==> src/rtl/pvu_pkg.sv <==
package pvu_pkg;
  // Vector address of a source: base plus index scaled by the stride.
  function automatic logic [23:0] vec_of(input logic [23:0] base,
                                         input int unsigned idx,
                                         input int unsigned shift);
    logic [23:0] off;
    off = 24'(idx) << shift;
    return base + off;
  endfunction
endpackage

==> src/rtl/pvu_pend_bank.sv <==
module pvu_pend_bank #(
  parameter int N_SRC = 16
) (
  input  logic             clk,
  input  logic             rst_n,
  input  logic [N_SRC-1:0] hw_set,
  input  logic             sw_wr,
  input  logic [N_SRC-1:0] sw_data,
  input  logic [N_SRC-1:0] ack_clr,
  output logic [N_SRC-1:0] pend
);
  logic [N_SRC-1:0] kept;
  logic [N_SRC-1:0] pend_nxt;

  // A write replaces the word; otherwise acknowledge clears; set always wins.
  always_comb begin
    kept     = sw_wr ? sw_data : (pend & ~ack_clr);
    pend_nxt = kept | hw_set;
  end

  always_ff @(posedge clk) begin
    if (!rst_n) pend <= '0;
    else        pend <= pend_nxt;
  end
endmodule

==> src/rtl/pvu_prio_pick.sv <==
module pvu_prio_pick #(
  parameter int N_SRC = 16,
  parameter int IDX_W = 4
) (
  input  logic [N_SRC-1:0] act,
  output logic [N_SRC-1:0] grant,
  output logic [IDX_W-1:0] win_idx,
  output logic             any
);
  logic [N_SRC:0] blocked;
  assign blocked[0] = 1'b0;

  genvar g;
  generate
    for (g = 0; g < N_SRC; g++) begin : g_chain
      assign grant[g]     = act[g] & ~blocked[g];
      assign blocked[g+1] = blocked[g] | act[g];
    end
  endgenerate

  assign any = blocked[N_SRC];

  always_comb begin
    win_idx = '0;
    for (int i = 0; i < N_SRC; i++)
      if (grant[i]) win_idx = win_idx | IDX_W'(i);
  end
endmodule

==> src/rtl/pvu_vec_hold.sv <==
module pvu_vec_hold #(
  parameter int N_SRC = 16,
  parameter int IDX_W = 4
) (
  input  logic             clk,
  input  logic             rst_n,
  input  logic [N_SRC-1:0] act,
  input  logic [IDX_W-1:0] win_idx,
  input  logic             any,
  input  logic             ack,
  output logic [IDX_W-1:0] cur_idx
);
  logic             held_vld;
  logic [IDX_W-1:0] held_idx;
  logic             held_live;

  // A held choice is kept only while its source is still active.
  assign held_live = held_vld && act[held_idx];
  assign cur_idx   = held_live ? held_idx : win_idx;

  always_ff @(posedge clk) begin
    if (!rst_n) begin
      held_vld <= 1'b0;
      held_idx <= '0;
    end else begin
      held_vld <= any && !ack;
      held_idx <= cur_idx;
    end
  end
endmodule

==> src/rtl/periph_irq_vector_unit.sv <==
module periph_irq_vector_unit #(
  parameter int          N_SRC     = 16,
  parameter logic [23:0] VEC_BASE  = 24'hFF20C0,
  parameter int          VEC_SHIFT = 2
) (
  input  logic             clk,
  input  logic             rst_n,
  input  logic [N_SRC-1:0] src_req,
  input  logic [N_SRC-1:0] src_mask,
  input  logic             bus_wr,
  input  logic [N_SRC-1:0] bus_wdata,
  output logic [N_SRC-1:0] bus_rdata,
  input  logic             vec_ack,
  output logic             irq,
  output logic [23:0]      vec_addr
);
  localparam int IDX_W = (N_SRC > 1) ? $clog2(N_SRC) : 1;

  logic [N_SRC-1:0] pend;
  logic [N_SRC-1:0] act;
  logic [N_SRC-1:0] grant_vec;
  logic [N_SRC-1:0] ack_clr;
  logic [IDX_W-1:0] win_idx;
  logic [IDX_W-1:0] cur_idx;
  logic             any_act;
  logic             ack_take;

  assign act      = pend & src_mask;
  assign ack_take = vec_ack && any_act && !bus_wr;
  assign ack_clr  = ack_take ? (N_SRC'(1) << cur_idx) : '0;

  pvu_pend_bank #(.N_SRC(N_SRC)) u_bank (
    .clk(clk), .rst_n(rst_n), .hw_set(src_req), .sw_wr(bus_wr),
    .sw_data(bus_wdata), .ack_clr(ack_clr), .pend(pend)
  );

  pvu_prio_pick #(.N_SRC(N_SRC), .IDX_W(IDX_W)) u_pick (
    .act(act), .grant(grant_vec), .win_idx(win_idx), .any(any_act)
  );

  pvu_vec_hold #(.N_SRC(N_SRC), .IDX_W(IDX_W)) u_hold (
    .clk(clk), .rst_n(rst_n), .act(act), .win_idx(win_idx),
    .any(any_act), .ack(vec_ack), .cur_idx(cur_idx)
  );

  assign irq       = any_act;
  assign bus_rdata = pend;
  assign vec_addr  = pvu_pkg::vec_of(VEC_BASE, int'(cur_idx), VEC_SHIFT);
endmodule

==> config.mk <==
export PLATFORM = sky130hd
export DESIGN_NAME = periph_irq_vector_unit
export DESIGN_NICKNAME = d
export VERILOG_FILES = /design/src/rtl/pvu_pkg.sv /design/src/rtl/pvu_pend_bank.sv /design/src/rtl/pvu_prio_pick.sv /design/src/rtl/pvu_vec_hold.sv /design/src/rtl/periph_irq_vector_unit.sv
export SDC_FILE = /design/constraint.sdc
export NUM_CORES = 1
export LEC_CHECK = 0
export ABC_AREA = 1
export BUFFER_PORTS_ARGS = -buffer_cell sky130_fd_sc_hd__buf_4
export CAP_MARGIN = 20
export CELL_PAD_IN_SITES_DETAIL_PLACEMENT = 1
export CELL_PAD_IN_SITES_GLOBAL_PLACEMENT = 1
export CORE_MARGIN = 1
export CORE_UTILIZATION = 33
export CTS_BUF_LIST = sky130_fd_sc_hd__clkbuf_8 sky130_fd_sc_hd__clkbuf_16
export DETAILED_ROUTE_END_ITERATION = 12
export PLACE_DENSITY = 0.94
export SLEW_MARGIN = 20
export SYNTH_ARGS = -nofsm -noshare
export SYNTH_HDL_FRONTEND = slang
export SYNTH_HIERARCHICAL = 1
export SYNTH_SLANG_ARGS = --single-unit
==> constraint.sdc <==
create_clock -name clk -period 3.9 [get_ports clk]
set_input_delay 0.195 -clock clk [delete_from_list [all_inputs] [get_ports clk]]
set_output_delay 0.195 -clock clk [all_outputs]
set_load 0.01 [all_outputs]
# Word level (Yosys, flattened, before mapping)
# Index checks and enable logic that the tools add are counted.
# word_totals
ff_bits,21
input_bits,52
out_inout_bits,41
elab_cells,81
# op_classes
n_addsub,1
n_lt_le_gt_ge,1
shift,1
muxes,20
bitwise_logic,49
reduce_logical,6
# ops
cell,n
$mux 4,9
$and 16x16->16,2
$mux 16,2
$add 17x7->18 const A,1
$not 16->16,1
$or 16x16->16,1
$shl 1x4->16 const A,1
$and 1x1->1,15
$not 1->1,15
$or 1x1->1,15
$mux 3,4
$lt 4x5->1 const B,1
$bmux 1 s4,1
$logic_and 1x1->1,4
$mux 2,2
$logic_not 1->1,2
$mux 1,2

# Logic depth before layout (Yosys ltp)
# Gate-level depths: netlist of the first run.
# depth
ltp_word,25
ltp_mapped,23
depth_no_buf,23

# By module
# Netlist of the first run, hierarchy kept.
# modules_own_cells
module,instances,cells_per_inst,area_per_inst_um2,seq_area_each_um2
pvu_pend_bank,1,86,725.7,320.3
pvu_vec_hold,1,83,465.4,100.1
periph_irq_vector_unit,1,86,422.9,0.0
pvu_prio_pick,1,67,354.1,0.0

# Worst setup path after synthesis of the first run
# OpenSTA, ideal clock, no wires.
# synth_timing
kind,register -> register
start,register u_bank.pend[1]
end,register u_bank.pend[9]
setup_ps,70
arrival_time_ps,2245
required_ps,3830
path_slack_ps,1585
path_stages_with_launch,22
n_path_buf,0
period_less_slack_ps,2315
path_cell_list,dfxtp_1 -> nand2_1 -> inv_1 -> nor2_4 -> nand4_2 -> nor2_2 -> nand4_2 -> nor2_4 -> nand4_4 -> nor2_4 -> nand2_1 -> nand3_1 -> inv_1 -> nand2_1 -> nand2_1 -> inv_1 -> inv_1 -> nand3_1 -> nor2_1 -> inv_1 -> nand3_2 -> a21oi_1
# synth_between
elab_chain_len,25
word_cells_on_any_way,72
classes_between,shift (1); mux (20); bitwise (48); reduce/logical (3)
# synth_lines
element,line,rtl
start: declaration,pvu_pend_bank.sv:10,output logic [N_SRC-1:0] pend
start signal: assignment,pvu_pend_bank.sv:23,else pend <= pend_nxt;
$and 16x16->16 *,periph_irq_vector_unit.sv:28,assign act = pend & src_mask;
net act[1],periph_irq_vector_unit.sv:20,logic [N_SRC-1:0] act;
$or 1x1->1 *,pvu_prio_pick.sv:17,assign blocked[g+1] = blocked[g] | act[g];
$not 1->1 or $or 1x1->1 (tied branches),"pvu_prio_pick.sv:16, pvu_prio_pick.sv:17",
$and 1x1->1 (tied with other cells),pvu_prio_pick.sv:16,assign grant[g] = act[g] & ~blocked[g];
$mux 2 (tied with other cells),pvu_prio_pick.sv:26,if (grant[i]) win_idx = win_idx | IDX_W'(i);
$mux 2 or $or 1x1->1 (tied branches),"pvu_prio_pick.sv:26, pvu_prio_pick.sv:17",
$mux 3 (tied with other cells) (3 in series),pvu_prio_pick.sv:26,
(+9 left out),-,
net win_idx[1],periph_irq_vector_unit.sv:23,logic [IDX_W-1:0] win_idx;
$mux 4 *,pvu_vec_hold.sv:19,assign cur_idx = held_live ? held_idx : win_idx;
$shl 1x4->16 *,periph_irq_vector_unit.sv:30,assign ack_clr = ack_take ? (N_SRC'(1) << cur_idx) : '0;
$mux 16 *,periph_irq_vector_unit.sv:30,
net ack_clr[9],periph_irq_vector_unit.sv:22,logic [N_SRC-1:0] ack_clr;
$not 16->16 *,pvu_pend_bank.sv:17,kept = sw_wr ? sw_data : (pend & ~ack_clr);
$and 16x16->16 *,pvu_pend_bank.sv:17,
$mux 16 *,pvu_pend_bank.sv:17,
$or 16x16->16 *,pvu_pend_bank.sv:18,pend_nxt = kept | hw_set;
# The timed path passes the listed nets; every way through them passes the cells marked *. The select of a mux whose other input is x is not followed.
# A chain may end at the register's enable or synchronous reset.

# Final worst setup path of the first run
# layout_timing
start,register u_bank.pend[1]
end,register u_bank.pend[0]
# The elaborated chain is that of the path after synthesis.

==> results of run 1 <==
## routing by layer
| metal | vias to the layer above | track usage [%] | part of all wire [%] |
|---|---|---|---|
| li1 | 1057 | - | - |
| met1 | 954 | 23.8 | 43 |
| met2 | 66 | 39.0 | 51 |
| met3 | 8 | 2.67 | 4.2 |
| met4 | 0 | 6.11 | 1.7 |
| met5 | - | 0 | 0 |
## state kept, by name (all words and copies together) (netlist names)
name,count
u_bank/pend,16
u_hold/held_idx,4
u_hold/held_vld,1
## area by class of cell
cell class / instances / area [sq um] / area share (%)
multi-input cells: 206 / 1060 / 43.0
well taps: 72 / 90.1 / 3.64
inverters: 80 / 313 / 12.6
clock inverters: 1 / 7.51 / 0.303
flip-flops and latches: 21 / 420 / 17.0
repair buffers: 72 / 541 / 21.8
clock buffers: 3 / 41.3 / 1.67
## how the worst min path moves through the flow
stage | from | to | slack [ns] | depth (start not counted)
floorplan | vec_ack | u_hold/held_vld | 0.27 | 1
global placement | vec_ack | u_hold/held_vld | 0.37 | 2
detailed placement | vec_ack | u_hold/held_vld | 0.38 | 2
CTS | vec_ack | u_hold/held_vld | 0.09 | 2
global route | vec_ack | u_hold/held_vld | 0.1 | 2
finish | vec_ack | u_hold/held_vld | 0.09 | 2
## power by group through the flow
| stage | Clock, mW | Sequential, mW | Combinational, mW |
|---|---|---|---|
| after detailed placement | 0 | 0.263 | 0.311 |
| after floorplan | 0 | 0.259 | 0.211 |
| after global routing | 0.171 | 0.261 | 0.348 |
| final | 0.155 | 0.258 | 0.312 |
| after CTS | 0.158 | 0.258 | 0.313 |
| after global placement | 0 | 0.261 | 0.303 |
## worst max-delay path, cell delays in order (launching register included)
cell	delay, ns
dfxtp_1	0.35
nand2_1	0.07
inv_1	0.10
nor2_4	0.14
nand4_2	0.12
nor2_2	0.14
nand4_2	0.11
nor2_4	0.16
nand4_4	0.12
nor2_4	0.12
nand2_1	0.09
nand3_1	0.09
inv_1	0.04
nand2_1	0.05
nand2_1	0.06
inv_1	0.18
inv_1	0.12
nand3_1	0.12
nor2_1	0.05
inv_1	0.08
nand3_1	0.08
a21oi_1	0.19
==> impl_results.md, run 1 <==
- Normalized max-slew margin: 60.1%
- Flop pwr share: approximately 36%
- Number of port buffers: 72
- Switching power total: between 0.2 and 0.3 mW
- Worst-margin pin slew: 0.597 ns
- RSZ-0062 raised after global routing: no
- Run status: complete, no violations
- Pre-antenna DRT Iters: 4
- Leakage: 1.30 nW
- Post-CTS Setup Inserts: 0
- Crit path DAT: 2.85 ns
- Post-route ant nets: 0
- Switching power share of the total: 40.5%
- Clock Tree Buf Depth: 2
- Initial antenna violation count: 0
- Setup crit end: u_bank/pend[0]
- Layout Skew: 0.00505 ns
- Die area: between 0.006 and 0.007 sq mm
- Cell Area, Synth: 0.00193 sq mm
- Startpoint types: flop
- Setup crit start: u_bank/pend[1]
- Mapped Cells: 314
- Drt wl/cell: 13.3 um
- Avg Vias per Cell: 4.58
- Layout Utilization: around 44%
- Final setup vio count: 0
- Most frequent cells in the layout: buf_4 (72), inv_1 (67), nand2_1 (49)
- Syn Area/Cell: roughly 6.2 sq um
- CTS H-tree depth: 1
- Row Count: 27
- Clock share of power: 21.4%
- Cells after DPL: between 400 and 500
- Die Wd: 78.5 um
- CTS Hold Bufs: 0
- Reg2reg end: u_bank/pend[0]
- Final setup margin: 1.24 ns
- Core ar.: approximately 0.0056 sq mm
- Starting Density: 34.7%
- First-pass GRT wire length: roughly 10000 um
- VDD IR max: 130 uV
- Area Growth Syn to Fin: 28.1%
- Req. time, crit path: between 4 and 5 ns
- CTS resizes: 0
- Min-Delay Path Class: in2reg
- Final setup TNS: 0 ns
- Cell Pwr Density: 293 mW/mm^2
- DRC viols: 0
- Leading cell type in the layout, fill and taps excluded: buf_4
- Max-slew violations: 0
- Comb power frac: 43.0%
- Nets: 436
- Clock latency on the worst-skew pair: 0.27 ns
- Root Buffer: clkbuf_8
- TritonCTS clock tree: yes
- Vias: 2085
- Max cap viols: 0
- Fin crit share: 68.2%
- Final count of hold timing violations: 0
- Crit end category: flop
- DP HPWL: 5050 um
- Power Total: 0.725 mW
- Drt first-iter violations: 78
- Final Wtd Congestion: 0.873
- Filler Cells Inserted: 777
- Largest net degree at the start of global routing: 19
- Cell Int Power: 0.431 mW
- Total GRT Usage: 20.6%
- Crit Path Class: reg2reg
- Final std cells w/o fill: 455
- Diode count: 0
- Hold slack: ~0.09 ns
- Die Height: 78.5 um
- Final worst path period need: 2.66 ns
- Vias in the first global route: ~2100
- Design area: 0.00248 sq mm
- Ys Warns: 6
- Place WS: 1.27 ns
- Layout cell share with drive strength beyond 1: 30.8%
- Reg2Reg Depth: 21
- Placed Area: between 0.002 and 0.0025 sq mm
- CTS Sinks: 21
- Ports: 93
- Origin of the critical flop-to-flop path: u_bank/pend[1]
- TritonCTS buffer count: 3
- Fmax: 376 MHz
- GRT overflow: 0
- Flop-to-flop setup slack: around 1.2 ns
- Routed WL: 6040 um
- Critical Path Fanout Max: 6
- Worst-path clk slew: 0.09 ns
Note: power is estimated with default switching activity, not from simulation.
==> inputs of run 2 (changes only) <==
--- a/config.mk
+++ b/config.mk
@@ -11,10 +11,10 @@
 export CELL_PAD_IN_SITES_DETAIL_PLACEMENT = 1
 export CELL_PAD_IN_SITES_GLOBAL_PLACEMENT = 1
 export CORE_MARGIN = 1
-export CORE_UTILIZATION = 33
+export CORE_UTILIZATION = 28
 export CTS_BUF_LIST = sky130_fd_sc_hd__clkbuf_8 sky130_fd_sc_hd__clkbuf_16
 export DETAILED_ROUTE_END_ITERATION = 12
-export PLACE_DENSITY = 0.94
+export PLACE_DENSITY = 0.85
 export SLEW_MARGIN = 20
 export SYNTH_ARGS = -nofsm -noshare
 export SYNTH_HDL_FRONTEND = slang
==> constraint.sdc (replaced) <==
create_clock -name clk -period 2.2 [get_ports clk]
set_input_delay 0.11 -clock clk [delete_from_list [all_inputs] [get_ports clk]]
set_output_delay 0.11 -clock clk [all_outputs]
set_load 0.01 [all_outputs]
==> impl_results.md, run 2 (synthesis gave the netlist of run 1 again) <==
- Run status: complete, but fails checks
- Failing checks: negative setup slack
- Die Height: 85.1 um (+8.3%)
- Layout Skew: 0.00696 ns (+0.00191 ns)
- Root Buffer: clkbuf_8
- Most frequent cells in the layout: buf_4 (95), inv_1 (49), nand2_1 (39)
- Flop pwr share: 27.6% (-8.0 points)
- Worst-margin pin slew: 0.742 ns (+0.145 ns)
- Post-route ant nets: 0 (unchanged)
- Req. time, crit path: 2.33 ns (-1.76 ns)
- Crit Path Class: reg2reg
- Origin of the critical flop-to-flop path: u_bank/pend[1]
- Normalized max-slew margin: 50.5% (-9.7 points)
- Filler Cells Inserted: 840 (+8.1%)
- Number of port buffers: 72 (unchanged)
- Hold endpoint: u_hold/held_vld
- Largest register FFs: 16 (unchanged)
- Vias in the first global route: 2430 (+14%)
- Fin crit share: 116% (+48 points)
- Slowest cell on the critical path: dfxtp_2
- Switching power share of the total: 42.6% (+2.1 points)
- Area Growth Syn to Fin: 57.4%
- Crit end category: flop
- Cell Int Power: 0.923 mW (+110%)
- GRT overflow: 0 (unchanged)
- Max-slew violations: 0 (unchanged)
- Total GRT Usage: 20.3% (-0.34 points)
- Avg Vias per Cell: 4.68 (+2.2%)
- Critical-path cell list: nand2_2 -> inv_2 -> nor2_4 -> nand4_4 -> nor2_4 -> nand4_4 -> nor2_4 -> nand4_4 -> nor2_4 -> nand3_4 -> nand3_2 -> inv_2 -> nand2_1 -> nand2_2 -> clkinv_4 -> nand3_2 -> nor2_2 -> inv_1 -> nand3_2 -> a21oi_1
- DRC viols: 0 (unchanged)
- Max cap viols: 0 (unchanged)
- Row Count: 29 (+7.4%)
- Critical Path Fanout Max: 6 (unchanged)
- Reg2Reg Depth: 20 (-4.8%)
- Ports: 93 (unchanged)
- Met1 global-route usage: 22.7% (-1.0 points)
- Routed WL: 7800 um (+29%)
- Largest regs: u_bank/pend: 16 flops, u_hold/held_idx: 4 flops, u_hold/held_vld: 1 flops
- Die area: 0.00724 sq mm (+17%)
- First-pass GRT wire length: 11500 um (+15%)
- Most used cell, CP: nor2_4
- CTS H-tree depth: 1 (unchanged)
- Startpoint types: flop
- Reg2reg end: u_bank/pend[5]
- Max stage delay on crit path: 0.33 ns (-0.02 ns)
- Flop-to-flop setup slack: -0.35 ns (-1.59 ns)
- Leading cell type in the layout, fill and taps excluded: buf_4
- Vias: 2308 (+11%)
- Drt wl/cell: 15.8 um (+19%)
- Met3 Use GR: 2.04% (-0.63 points)
- Clock share of power: 16.7% (-4.7 points)
- Worst-path clk slew: 0.09 ns (about the same)
- VDD IR max: 241 uV (+85%)
- TritonCTS buffer count: 3 (unchanged)
- Gr busiest metal: met2
- DP HPWL: 5470 um (+8.3%)
- Final worst path period need: 2.55 ns (-0.110 ns)
- Largest Register: u_bank/pend
- Nets: 469 (+7.6%)
- RSZ-0062 raised after global routing: yes
- Min-Delay Path Class: in2reg
- Clock latency on the worst-skew pair: 0.27 ns (about the same)
- Pre-antenna DRT Iters: 4 (unchanged)
- Hold Path Depth: 2 (unchanged)
- Layout cell share with drive strength beyond 1: 54.1% (+23 points)
- Cell Pwr Density: 528 mW/mm^2 (+81%)
- CTS Hold Bufs: 0 (unchanged)
- Diode count: 0 (unchanged)
- Layout Utilization: 46.9% (+2.4 points)
- Hold slack: 0.00681 ns (-0.0847 ns)
- Initial antenna violation count: 0 (unchanged)
- Core ar.: 0.00649 sq mm (+17%)
- Hold Startpoint: vec_ack
- Final setup margin: -0.351 ns (-1.59 ns)
- Fmax: 392 MHz (+4.3%)
- Grt met2 use: 38.2% (-0.76 points)
- Switching power total: 0.685 mW (+130%)
- Crit path DAT: 2.68 ns (-0.17 ns)
- Starting Density: 29.8% (-4.9 points)
- TritonCTS clock tree: yes
- CTS Sinks: 21 (unchanged)
- Final Wtd Congestion: 1.01 (+15%)
- Final setup vio count: 23 (+23)
- Die Wd: 85.1 um (+8.3%)
- Final count of hold timing violations: 0 (unchanged)
- Leakage: 1.51 nW (+16%)
- Comb power frac: 55.7% (+13 points)
- Drt first-iter violations: 110 (+41%)
- Clock Tree Buf Depth: 2 (unchanged)
- Largest net degree at the start of global routing: 19 (unchanged)
-- run 2: cell type report --
type | count | area (sq um) | area share (%)
multi-input combinational | 206 | 1300 | 42.8
timing repair buffer | 105 | 826 | 27.1
sequential | 21 | 428 | 14.1
inverter | 80 | 345 | 11.3
tap | 77 | 96.3 | 3.17
clock buffer | 3 | 41.3 | 1.36
clock inverter | 1 | 3.75 | 0.123
-- run 2: worst max-delay path by stage --
stage / from / endpoint / slack (ns) / depth (start not counted)
floorplan: u_bank/pend[1] / u_bank/pend[10] / 0.01 / 21
global placement: u_bank/pend[1] / u_bank/pend[0] / -0.14 / 21
CTS: u_bank/pend[0] / vec_addr[3] / -0.25 / 17
global route: u_bank/pend[1] / u_bank/pend[5] / -0.50 / 20
detailed placement: u_bank/pend[1] / u_bank/pend[0] / -0.25 / 21
finish: u_bank/pend[1] / u_bank/pend[5] / -0.35 / 20
-- run 2: critical path: cells and delay by family (launching register included) --
family          cells  cell delay [ns]
compound gates      1             0.06
flops               1             0.33
simple gates       15             1.75
buf+inv             4             0.26
-- run 2: layer usage --
metal	up-vias	wire, um
met5	-	0
met4	0	283
met3	22	286
met2	84	4050
met1	1071	3180
li1	1131	-
-- run 2: repair_timing --
action                                 in CTS  in global routing
setup endpoints to repair                  20                 23
setup buffers                               7                  5
gates cloned                                0                  0
endpoints found under the hold margin       0                  0
gates resized for setup                    51                 52
pin swaps                                  30                 26
-- run 2: through the flow --
stage                     cells  power, mW  setup slack, ns  instance area (sq um)  TNS [ns]
final                       493       1.61           -0.351                   3040     -5.90
after global routing        493       1.70           -0.501                   3040     -9.13
after CTS                   489       1.47           -0.247                   2850     -4.31
after floorplan             332      0.839          0.00963                   2000         0
after global placement      478       1.07           -0.135                   2600    -0.783
after detailed placement    478       1.09           -0.250                   2600     -2.53
-- run 2: power by group through the flow --
stage,registers [mW],clock network [mW],logic [mW]
after detailed placement,0.450,0,0.643
after global routing,0.448,0.288,0.960
after CTS,0.442,0.272,0.760
after global placement,0.448,0,0.622
after floorplan,0.458,0,0.381
final,0.444,0.268,0.896
==> inputs of run 3 (changes only) <==
--- a/config.mk
+++ b/config.mk
@@ -5,16 +5,16 @@
 export SDC_FILE = /design/constraint.sdc
 export NUM_CORES = 1
 export LEC_CHECK = 0
-export ABC_AREA = 1
+export ABC_AREA = 0
 export BUFFER_PORTS_ARGS = -buffer_cell sky130_fd_sc_hd__buf_4
 export CAP_MARGIN = 20
 export CELL_PAD_IN_SITES_DETAIL_PLACEMENT = 1
 export CELL_PAD_IN_SITES_GLOBAL_PLACEMENT = 1
 export CORE_MARGIN = 1
-export CORE_UTILIZATION = 28
+export CORE_UTILIZATION = 29
 export CTS_BUF_LIST = sky130_fd_sc_hd__clkbuf_8 sky130_fd_sc_hd__clkbuf_16
 export DETAILED_ROUTE_END_ITERATION = 12
-export PLACE_DENSITY = 0.85
+export PLACE_DENSITY = 0.84
 export SLEW_MARGIN = 20
 export SYNTH_ARGS = -nofsm -noshare
 export SYNTH_HDL_FRONTEND = slang
==> impl_results.md, run 3 <==
- Run status: complete, but fails checks
- Failing checks: negative setup slack
- Initial antenna violation count: 0 (unchanged)
- CTS H-tree depth: 1 (unchanged)
- Root Buffer: clkbuf_8
- Starting Density: 30.7% (+0.98 points)
- Layout cell share with drive strength beyond 1: 59.6% (+5.5 points)
- First-pass GRT wire length: 11000 um (-4.3%)
- Pre-antenna DRT Iters: 4 (unchanged)
- Most frequent cells in the layout: buf_4 (123), conb_1 (20), a21oi_1 (18)
- Row Count: 27 (-6.9%)
- Area Growth Syn to Fin: 71.8%
- Die Height: 79.3 um (-6.8%)
- Min-Delay Path Class: in2reg
- Clock latency on the worst-skew pair: 0.27 ns (about the same)
- Drt wl/cell: 18.6 um (+17%)
- Crit path DAT: 2.99 ns (+0.31 ns)
- Die area: 0.00629 sq mm (-13%)
- Slowest cell on the critical path: mux4_2
- Flop-to-flop setup slack: -0.59 ns (-0.24 ns)
- GRT overflow: 0 (unchanged)
- Layout Skew: 0.00998 ns (+0.00301 ns)
- CTS Sinks: 21 (unchanged)
- Leakage: 1.41 nW (-6.5%)
- Final count of hold timing violations: 0 (unchanged)
- DRC viols: 0 (unchanged)
- Largest Register: u_bank/pend
- Setup crit start: u_bank/pend[4]
- Ys Warns: 6 (unchanged)
- Total GRT Usage: 23.2% (+2.9 points)
- Origin of the critical flop-to-flop path: u_bank/pend[4]
- Leading cell type in the layout, fill and taps excluded: buf_4
- Reg2Reg Depth: 10 (-50%)
- Critical-path cell list: and2_4 -> mux4_2 -> nand2b_4 -> nand4b_1 -> nor2b_4 -> mux2_4 -> or3b_4 -> nor2_4 -> or3b_4 -> a21boi_2
- Core ar.: 0.00564 sq mm (-13%)
- RSZ-0062 raised after global routing: yes
- Largest register FFs: 16 (unchanged)
- Worst-path clk slew: 0.09 ns (about the same)
- Fmax: 358 MHz (-8.7%)
- DP HPWL: 4970 um (-9.2%)
- Most used cell, CP: or3b_4
- Req. time, crit path: 2.40 ns (+0.07 ns)
- Max cap viols: 0 (unchanged)
- Max-slew violations: 0 (unchanged)
- Critical Path Fanout Max: 7 (+1)
- Final setup vio count: 21 (-8.7%)
- Buf/Inv on CP: 0 (-4)
- Clock Tree Buf Depth: 2 (unchanged)
- Cell Pwr Density: 504 mW/mm^2 (-4.7%)
- Hold slack: 0.0902 ns (+0.0834 ns)
- Diode count: 0 (unchanged)
- Nets: 387 (-17%)
- Vias in the first global route: 2151 (-11%)
- Avg Vias per Cell: 5.03 (+7.4%)
- Setup crit end: u_bank/pend[4]
- Cell Area, Synth: 0.00173 sq mm (-10%)
- Drt first-iter violations: 59 (-46%)
- Routed WL: 7540 um (-3.4%)
- Number of port buffers: 72 (unchanged)
- Largest net degree at the start of global routing: 35 (+16)
- TritonCTS clock tree: yes
- Final Wtd Congestion: 0.853 (-15%)
- Startpoint types: flop
- Crit-path leading delay family: simple AND/OR/NAND/NOR gates
- Vias: 2041 (-12%)
- Largest regs: u_bank/pend: 16 flops, u_hold/held_idx: 4 flops, u_hold/held_vld: 1 flops
- TritonCTS buffer count: 3 (unchanged)
- Fin crit share: 127% (+11 points)
- VDD IR max: 223 uV (-7.5%)
- Crit end category: flop
- Place WS: -0.530 ns (-0.279 ns)
- Die Wd: 79.3 um (-6.8%)
- Crit Path Class: reg2reg
- Instance count on the critical path: 10 (-50%)
- Final worst path period need: 2.79 ns (+0.244 ns)
- Post-route ant nets: 0 (unchanged)
- Filler Cells Inserted: 665 (-21%)
- Mapped Cells: 205 (-35%)
- Syn Area/Cell: 8.46 sq um (+37%)
- Final setup margin: -0.594 ns (-0.244 ns)
- Max stage delay on crit path: 0.45 ns (+0.12 ns)
- Ports: 93 (unchanged)
- Reg2reg end: u_bank/pend[4]
-- run 3: what timing repair did --
item                                    CTS  global route
pin swaps                                16            20
resized for setup                        24            33
cloned                                    1             0
endpoints found under the hold margin     0             0
buffers inserted                          8            11
endpoints found under the setup margin   20            21
hold buffers                              0             0
-- run 3: how the worst min path moves through the flow --
stage / cells past startpoint / from / slack [ns] / to
6_report: 3 / src_req[12] / 0.09 / u_bank/pend[12]
5_1_grt: 3 / src_req[3] / 0.10 / u_bank/pend[3]
4_1_cts: 3 / src_req[1] / 0.09 / u_bank/pend[1]
3_5_place_dp: 3 / src_req[13] / 0.37 / u_bank/pend[13]
3_3_place_gp: 3 / src_req[11] / 0.35 / u_bank/pend[11]
2_1_floorplan: 1 / rst_n / 0.23 / u_hold/held_idx[3]
-- run 3: per-layer routing --
layer  up-vias  global-route usage (%)  part of all wire, %
met2        97                    44.0                   51
li1        945                       -                    -
met1       978                    26.0                   40
met4         0                    9.09                  3.8
met5         -                       0                    0
met3        21                    2.76                  4.8
-- run 3: report_power, final --
part           switching (mW)  internal [mW]
Combinational           0.350          0.438
Clock                   0.145          0.125
Sequential             0.0280          0.415
-- run 3: layout make-up --
class	count	area, sq um	area share (%)
well taps	72	90.1	3.02
repair buffers	136	1070	35.9
clock buffers	3	41.3	1.39
multi-input cells	169	1320	44.4
clock inverters	1	3.75	0.126
flip-flops and latches	21	437	14.7
inverters	4	15.0	0.504
-- run 3: through the flow --
step	instances	utilization, %	TNS, ns	instance area [sq um]	power (mW)
final	406	52.8	-9.72	2980	1.50
after global routing	406	52.8	-11.14	2980	1.58
after CTS	399	49.8	-7.30	2810	1.39
after detailed placement	387	46.1	-6.33	2600	1.04
after global placement	387	46.1	-4.81	2600	1.01
after floorplan	223	-	-5.64	1840	0.775
-- run 3: tightest hold or removal path, stage by stage --
cell and delay (ns):
buf_4 0.08, a21oi_1 0.03, a21boi_1 0.12
